## src/rtl/arx4_pkg.sv

```systemverilog
package arx4_pkg;
  localparam int unsigned WORD_W   = 32;
  localparam int unsigned N_ROUNDS = 4;
  localparam int unsigned IDX_W    = 2;

  typedef logic [WORD_W-1:0] word_t;
  typedef logic [IDX_W-1:0]  ridx_t;

  function automatic word_t ror(word_t v, int unsigned n);
    return (v >> n) | (v << (WORD_W - n));
  endfunction

  // per-round rotation applied to y before the add
  function automatic int unsigned rot_add(ridx_t i);
    case (i)
      2'd0:    return 31;
      2'd1:    return 17;
      2'd2:    return 0;
      default: return 24;
    endcase
  endfunction

  // per-round rotation applied to x before the fold into y
  function automatic int unsigned rot_fold(ridx_t i);
    case (i)
      2'd0:    return 24;
      2'd1:    return 17;
      2'd2:    return 31;
      default: return 16;
    endcase
  endfunction
endpackage

```

## src/rtl/arx4_round.sv

```systemverilog
module arx4_round
  import arx4_pkg::*;
(
  input  ridx_t idx_i,
  input  word_t x_i,
  input  word_t y_i,
  input  word_t c_i,
  output word_t x_o,
  output word_t y_o
);
  int unsigned r_amt;
  int unsigned s_amt;
  word_t       x_sum;

  always_comb begin
    r_amt = rot_add(idx_i);
    s_amt = rot_fold(idx_i);
    x_sum = x_i + ror(y_i, r_amt);
  end

  assign y_o = y_i ^ ror(x_sum, s_amt);
  assign x_o = x_sum ^ c_i;
endmodule

```

## src/rtl/arx4_box.sv

```systemverilog
module arx4_box
  import arx4_pkg::*;
#(
  parameter int unsigned RPC = 1  // rounds per clock: 1, 2 or 4
) (
  input  logic              clk_i,
  input  logic              rst_ni,
  input  logic              in_valid_i,
  output logic              in_ready_o,
  input  logic [WORD_W-1:0] in_x_i,
  input  logic [WORD_W-1:0] in_y_i,
  input  logic [WORD_W-1:0] in_c_i,
  output logic              out_valid_o,
  input  logic              out_ready_i,
  output logic [WORD_W-1:0] out_x_o,
  output logic [WORD_W-1:0] out_y_o
);
  localparam int unsigned STEPS = N_ROUNDS / RPC;
  localparam int unsigned CNT_W = (STEPS > 1) ? $clog2(STEPS) : 1;
  localparam logic [CNT_W-1:0] LAST_STEP = CNT_W'(STEPS - 1);

  word_t            x_q, y_q, c_q;
  logic             busy_q, valid_q;
  logic [CNT_W-1:0] step_q;
  logic             accept;

  word_t            c_src;
  logic [CNT_W-1:0] step_src;
  word_t            chain_x [RPC+1];
  word_t            chain_y [RPC+1];

  assign in_ready_o = !busy_q && (!valid_q || out_ready_i);
  assign accept     = in_valid_i && in_ready_o;

  // first step runs straight off the inputs in the accept cycle
  always_comb begin
    chain_x[0] = accept ? in_x_i : x_q;
    chain_y[0] = accept ? in_y_i : y_q;
    c_src      = accept ? in_c_i : c_q;
    step_src   = accept ? '0 : step_q;
  end

  for (genvar k = 0; k < RPC; k++) begin : g_round
    ridx_t idx_k;
    assign idx_k = IDX_W'(int'(step_src) * RPC + k);
    arx4_round u_round (
      .idx_i (idx_k),
      .x_i   (chain_x[k]),
      .y_i   (chain_y[k]),
      .c_i   (c_src),
      .x_o   (chain_x[k+1]),
      .y_o   (chain_y[k+1])
    );
  end

  always_ff @(posedge clk_i or negedge rst_ni) begin
    if (!rst_ni) begin
      x_q     <= '0;
      y_q     <= '0;
      c_q     <= '0;
      busy_q  <= 1'b0;
      valid_q <= 1'b0;
      step_q  <= '0;
    end else if (accept) begin
      x_q <= chain_x[RPC];
      y_q <= chain_y[RPC];
      c_q <= in_c_i;
      if (STEPS == 1) begin
        valid_q <= 1'b1;
        busy_q  <= 1'b0;
        step_q  <= '0;
      end else begin
        valid_q <= 1'b0;
        busy_q  <= 1'b1;
        step_q  <= CNT_W'(1);
      end
    end else if (busy_q) begin
      x_q <= chain_x[RPC];
      y_q <= chain_y[RPC];
      if (step_q == LAST_STEP) begin
        busy_q  <= 1'b0;
        valid_q <= 1'b1;
        step_q  <= '0;
      end else begin
        step_q <= step_q + CNT_W'(1);
      end
    end else if (valid_q && out_ready_i) begin
      valid_q <= 1'b0;
    end
  end

  assign out_valid_o = valid_q;
  assign out_x_o     = x_q;
  assign out_y_o     = y_q;
endmodule

```

## config.mk

```make
export PLATFORM = sky130hd
export DESIGN_NAME = arx4_box
export DESIGN_NICKNAME = d
export VERILOG_FILES = /design/src/rtl/arx4_pkg.sv /design/src/rtl/arx4_round.sv /design/src/rtl/arx4_box.sv
export SDC_FILE = /design/constraint.sdc
export NUM_CORES = 1
export LEC_CHECK = 0
export ABC_AREA = 1
export BUFFER_PORTS_ARGS = -buffer_cell sky130_fd_sc_hd__buf_4
export CAP_MARGIN = 30
export CORE_MARGIN = 3
export CORE_UTILIZATION = 36
export DETAILED_ROUTE_END_ITERATION = 16
export SLEW_MARGIN = 20
export SYNTH_ARGS = -nofsm -noshare
export SYNTH_HDL_FRONTEND = slang
export SYNTH_SLANG_ARGS = --single-unit
```

## constraint.sdc

```tcl
create_clock -name clk_i -period 7.2 [get_ports clk_i]
set_input_delay 1.44 -clock clk_i [delete_from_list [all_inputs] [get_ports clk_i]]
set_output_delay 1.44 -clock clk_i [all_outputs]
set_load 0.05 [all_outputs]
```

# Word level (Yosys, flattened, before mapping)
# Index checks and enable logic that the tools add are counted.
# totals
register_bits	100
in_bits	100
elab_cells	52
# classes
addsub	4
n_eq_ne	4
shift	4
mux	20
n_bitwise	4
n_reduce_logical	10
# ops
op	count
32-bit 2-to-1 mux	7
32-bit OR	2
32-bit by 32-bit << shifter with 32-bit output	2
32-bit by 5-bit right shift with 32-bit output	2
32-bit XOR	2
32-bit adder	1
5-bit case mux with 3 select lines	1
6-bit by 5-bit subtractor with 7-bit output (first input constant)	2
4-bit case mux with 3 select lines	1
2-bit 2-to-1 mux	4
1-bit 2-to-1 mux	7
2-bit equality test (second input constant)	2
1-bit logical AND	3
3-bit by 1-bit inequality test with 1-bit output (second input constant)	1
3-bit nonzero test	1
2-bit by 1-bit adder with 2-bit output (second input constant)	1
2-bit by 1-bit equality test with 1-bit output (second input constant)	1
1-bit logical NOT	2
2-bit logical NOT	1
2-bit AND reduction	1
2-bit nonzero test	1
1-bit logical OR	1

# Logic depth before layout (Yosys ltp)
# logic_depth
depth_word	16
mapped_depth	41
mapped_depth_nobuf	39

# By module
# A second synthesis with hierarchy kept.
# unflattened
cells_unflattened	2161
hier_area_um2	12416.9
# modules_own_cells
module	n_inst	cells_per_inst	area_each_um2	seq_area_each_um2
arx4_round	1	1503	7474.7	0.0
arx4_box	1	658	4942.2	2502.4

# Least setup slack after synthesis
# OpenSTA, ideal clock, no wires.
# synth_timing
path_type	input-to-reg
from	input port out_ready_i
to	register y_q[24], in the netlist out_y_o[24]
setup_time_ps	118
arrival_time_ps	6133
slack_ps	949
stages	35
n_path_buf	7
cell_sequence	inv_1 nand2_2 nand3_4 nand2_4 buf_6 buf_2 buf_1 ha_1 clkbuf_1 clkinv_1 buf_2 buf_1 clkbuf_1 nand2_1 a31oi_1 inv_1 ha_1 inv_2 fa_1 nand3b_1 nand2_1 nand3_1 nand3_1 a21boi_2 xor2_1 nand2_1 nand2_1 nand2_1 nand2_1 nand2_1 nand3_1 nand2_1 xor2_1 nand2_1 nand2_1
# synth_via
elab_chain_len	15
elab_cells_between_ends	24
# synth_rtl
item	line	source
start: declaration	arx4_box.sv:14	input logic out_ready_i,
1-bit logical OR (*)	arx4_box.sv:32	assign in_ready_o = !busy_q && (!valid_q || out_ready_i);
1-bit logical AND (*)	arx4_box.sv:32	
1-bit logical AND (*)	arx4_box.sv:33	assign accept = in_valid_i && in_ready_o;
2-bit 2-to-1 mux	arx4_box.sv:40	step_src = accept ? '0 : step_q;
2-bit equality test, or another cell as far along	arx4_pkg.sv:15, arx4_pkg.sv:25	
5-bit case mux with 3 select lines	arx4_pkg.sv:15	case (i)
6-bit by 5-bit subtractor with 7-bit output	arx4_pkg.sv:10	return (v >> n) | (v << (WORD_W - n));
32-bit by 32-bit << shifter with 32-bit output	arx4_pkg.sv:10	
32-bit OR	arx4_pkg.sv:10	
32-bit adder	arx4_round.sv:18	x_sum = x_i + ror(y_i, r_amt);
32-bit by 32-bit << shifter with 32-bit output / 32-bit by 5-bit right shift with 32-bit output (equally long branches)	arx4_pkg.sv:10	
32-bit OR	arx4_pkg.sv:10	
32-bit XOR	arx4_round.sv:21	assign y_o = y_i ^ ror(x_sum, s_amt);
32-bit 2-to-1 mux	arx4_box.sv:77	end else if (busy_q) begin
32-bit 2-to-1 mux	arx4_box.sv:64	end else if (accept) begin
end signal: assignment	arx4_box.sv:66	y_q <= chain_y[RPC];
end signal: assignment	arx4_box.sv:79	y_q <= chain_y[RPC];
end: declaration	arx4_box.sv:22	word_t x_q, y_q, c_q;
# Mark *: on every way between the ends. The rest lies on a longest branch, timed or not. The select of a mux whose other input is x is not followed.
# A chain may end at the register's enable or synchronous reset.

# Final worst setup path
# layout_timing
from	input port out_ready_i
to	register y_q[7], in the netlist out_y_o[7]
# The elaborated chain is that of the path after synthesis.

==> key figures <==
STA
  – Final TNS setup: 0 ps
  – Skew final: 16.5 ps
  – Final min period: between 6000 and 7000 ps
  – Slew headroom: roughly 40%
  – F_max: around 150 MHz
  – Hold Vio Cnt, Final: 0
  – Crit share post-route: between 90% and 100%
  – RSZ-0062 raised after global routing: false
  – Worst Max-Slew Pin Slew: 907 ps
  – Slew Viols, Final: 0
  – Endpoints failing setup: 0

Drt
  – Vias: 14.5k
  – Vias per inst: ~5.6
  – Total wire length: between 50 and 60 mm
  – Met2 WL: 24.1 mm
  – Met3 wire length: about 4.8 mm
  – Wl on met1: about 27 mm
  – Detail Route Antenna Nets: 0
  – Drt wl/cell: approximately 22 um
  – DRT iter0 DRCs: approximately 1.7k
  – First-pass detailed-route iteration total: 5
  – DRC viols: 0
  – Top sig layer: met4

Critical path
  – Most frequent CP cell: nand2_1
  – Crit-path slowest cell: o21ai_0
  – Startpoint Class: primary input
  – Critical path required time: around 7500 ps
  – CP Max Fanout: 21
  – Worst R2R Start: busy_q$_DFF_PN0_
  – CP arrival: roughly 7000 ps
  – CP Launch Point: out_ready_i
  – WS Path Type: primary input to flop
  – CP max stage delay: approximately 530 ps
  – CP endpoint kind: flop

Synthesis
  – Syn Area/Cell: around 6 um2
  – Simple-Gate Fraction of Synth Area: about 41%
  – Top cells by area, synth: dfrtp_1, nand2_1, nand3_1
  – Sequential share of the synthesized area: between 20% and 30%
  – Post-synth ARST share: 100%
  – Mux share of post-synthesis cell area: 0.438%
  – Top_reg_cell synth: dfrtp_1
  – Mapped Area: roughly 0.011 mm2
  – Area leader, netlist: dfrtp_1
  – Synth Area in XOR/XNOR: 1.52%
  – Synthesized flop and latch total: 100
  – Synth Area in Compound Gates: 19.9%
  – Synth Instances: 1,948
  – Post-Syn Nets: ~2.1k
  – Synth Warn #: 0
  – Number of distinct library cells after synthesis: 53
  – Largest family of logic cells by synthesized area: simple AND/OR/NAND/NOR gates
  – Synth Area in Adders: 4.23%
  – Synth top area share: between 20% and 30%
  – EDFF count, synth: 0

Clock network
  – CTS resizes: 0
  – CTS Hold Bufs: 0
  – CTS tree: done
  – CTS max path bufs: 2
  – CTS buffer count: 9
  – H-tree Lvls: 3
  – # clock sinks: 100
  – Worst skew pair latency: roughly 400 ps
  – Clock root buffer: clkbuf_16
  – Worst-path clk slew: approximately 90 ps
  – Post-CTS setup buffer count: 0

Placed design
  – Port Buffers: 165
  – RePlAce Congestion: approximately 1.0
  – Detailed placer's ending HPWL: ~47 mm

Floorplanning
  – Die Span X: 184 um
  – Die Y: roughly 180 um
  – Initial Util: between 30 and 40%
  – Number of cell rows: 64
  – I/O Pins: between 150 and 200
  – Die area: around 0.034 mm2
  – Core area: roughly 0.031 mm2

Finish
  – Filler cell count: around 3.4k
  – Antenna diode count: 0
  – Commonest non-fill, non-tap cell in the layout: nand2_1
  – Final layout net count: 2,312
  – Storage cell area: 0.00250 mm2
  – Share of cells above drive strength 1: 19.4%
  – P&R area growth vs syn: 24.3%
  – Most frequent cells in the layout: nand2_1, buf_4, nand3_1
  – Area used by multi-input combinational logic: 0.00770 mm2

GRT
  – Global route total overflow: 0
  – Vias in the first global route: roughly 13k
  – Global-route wire length before repair: roughly 86 mm
  – Global Route Usage Sum: about a third
  – Antenna violations before repair: 0
  – Pin count of the biggest net entering global routing: 57

Run
  – Max-cap viol count: 0

Status
  – Outcome: finished clean

Worst hold path
  – Hold Path Class: flop to flop
  – Hold Crit Start: c_q[0]$_DFF_PN0_
==> per-layer routing <==
metal	global-route usage, %	vias to the layer above
li1	-	6874
met1	51.0	6836
met2	49.7	673
met3	4.68	68
met4	10.3	0
met5	0	-
==> flip-flops by register name, indices dropped and copies added (netlist names) <==
name         count
out_y_o         32
step_q           2
out_valid_o      1
busy_q           1
out_x_o         32
c_q             32
==> area by class of cell <==
cell class,count,area share (%)
timing repair buffer,318,17.0
sequential,100,17.6
clock buffer,9,1.59
clock inverter,7,0.573
multi-input combinational,1537,54.2
tap,396,3.49
inverter,208,5.52
==> path summary, 6_finish.rpt <==
kind	end	slack (ps)	cells past startpoint
min in group asynchronous	out_y_o[30]$_DFFE_PN0N_	1040	1
worst max-delay path	out_y_o[7]$_DFFE_PN0N_	310	29
worst min register to register	c_q[0]$_DFF_PN0_	490	2
worst max register to register	out_y_o[7]$_DFFE_PN0N_	740	28
max in group asynchronous	c_q[25]$_DFF_PN0_	4840	2
worst min-delay path	c_q[0]$_DFF_PN0_	490	2
==> worst max-delay path, delay by kind of cell <==
| kind | cells | cell delay (ps) |
|---|---|---|
| AOI/OAI and AO/OA | 10 | 2710 |
| and+or+nand+nor | 12 | 1720 |
| buffers and inverters | 5 | 720 |
| adders and majority gates | 1 | 350 |
| xor gates and xnor gates | 1 | 230 |
==> through the flow <==
step | hold slack (ps) | utilization [%] | worst slack, ps | area (um2) | instances
6_report | 487 | 45.9 | 305 | 14200 | 2575
5_1_grt | 531 | 45.9 | 19.3 | 14200 | 2575
4_1_cts | 492 | 45.9 | 448 | 14200 | 2575
3_5_place_dp | 471 | 44.9 | 29.6 | 13900 | 2559
3_3_place_gp | 464 | 44.9 | 29.8 | 13900 | 2559
2_1_floorplan | 445 | - | 949 | 11400 | 1948
==> cell families (layout without fill, tap and decap cells) <==
| logic type | after synthesis | in the layout |
|---|---|---|
| adders and majority gates | 38 | 38 |
| muxes | 5 | 5 |
| buffers and inverters | 311 | 542 |
| xor gates and xnor gates | 19 | 19 |
| and+or+nand+nor | 1086 | 1086 |
| DFF | 100 | 100 |
| AOI/OAI and AO/OA | 389 | 389 |
==> Yosys cell counts (8+ instances only) <==
cell,number
o21bai_1,8
a32oi_1,16
nand3_1,215
inv_1,198
dfrtp_1,100
a21o_1,8
o21ai_1,32
o22ai_1,10
a31oi_1,12
a21oi_1,100
xor2_1,12
buf_1,22
o211ai_1,23
or2_2,49
ha_1,37
nor3_1,11
nand4_1,21
nand2_1,595
buf_2,22
clkbuf_1,55
nand3b_1,8
o21ai_0,143
o221ai_1,16
nand3_2,12
nor2_1,155
Power is not shown: default switching activity piles up to over one toggle a cycle in this logic, so the estimate is an artifact.
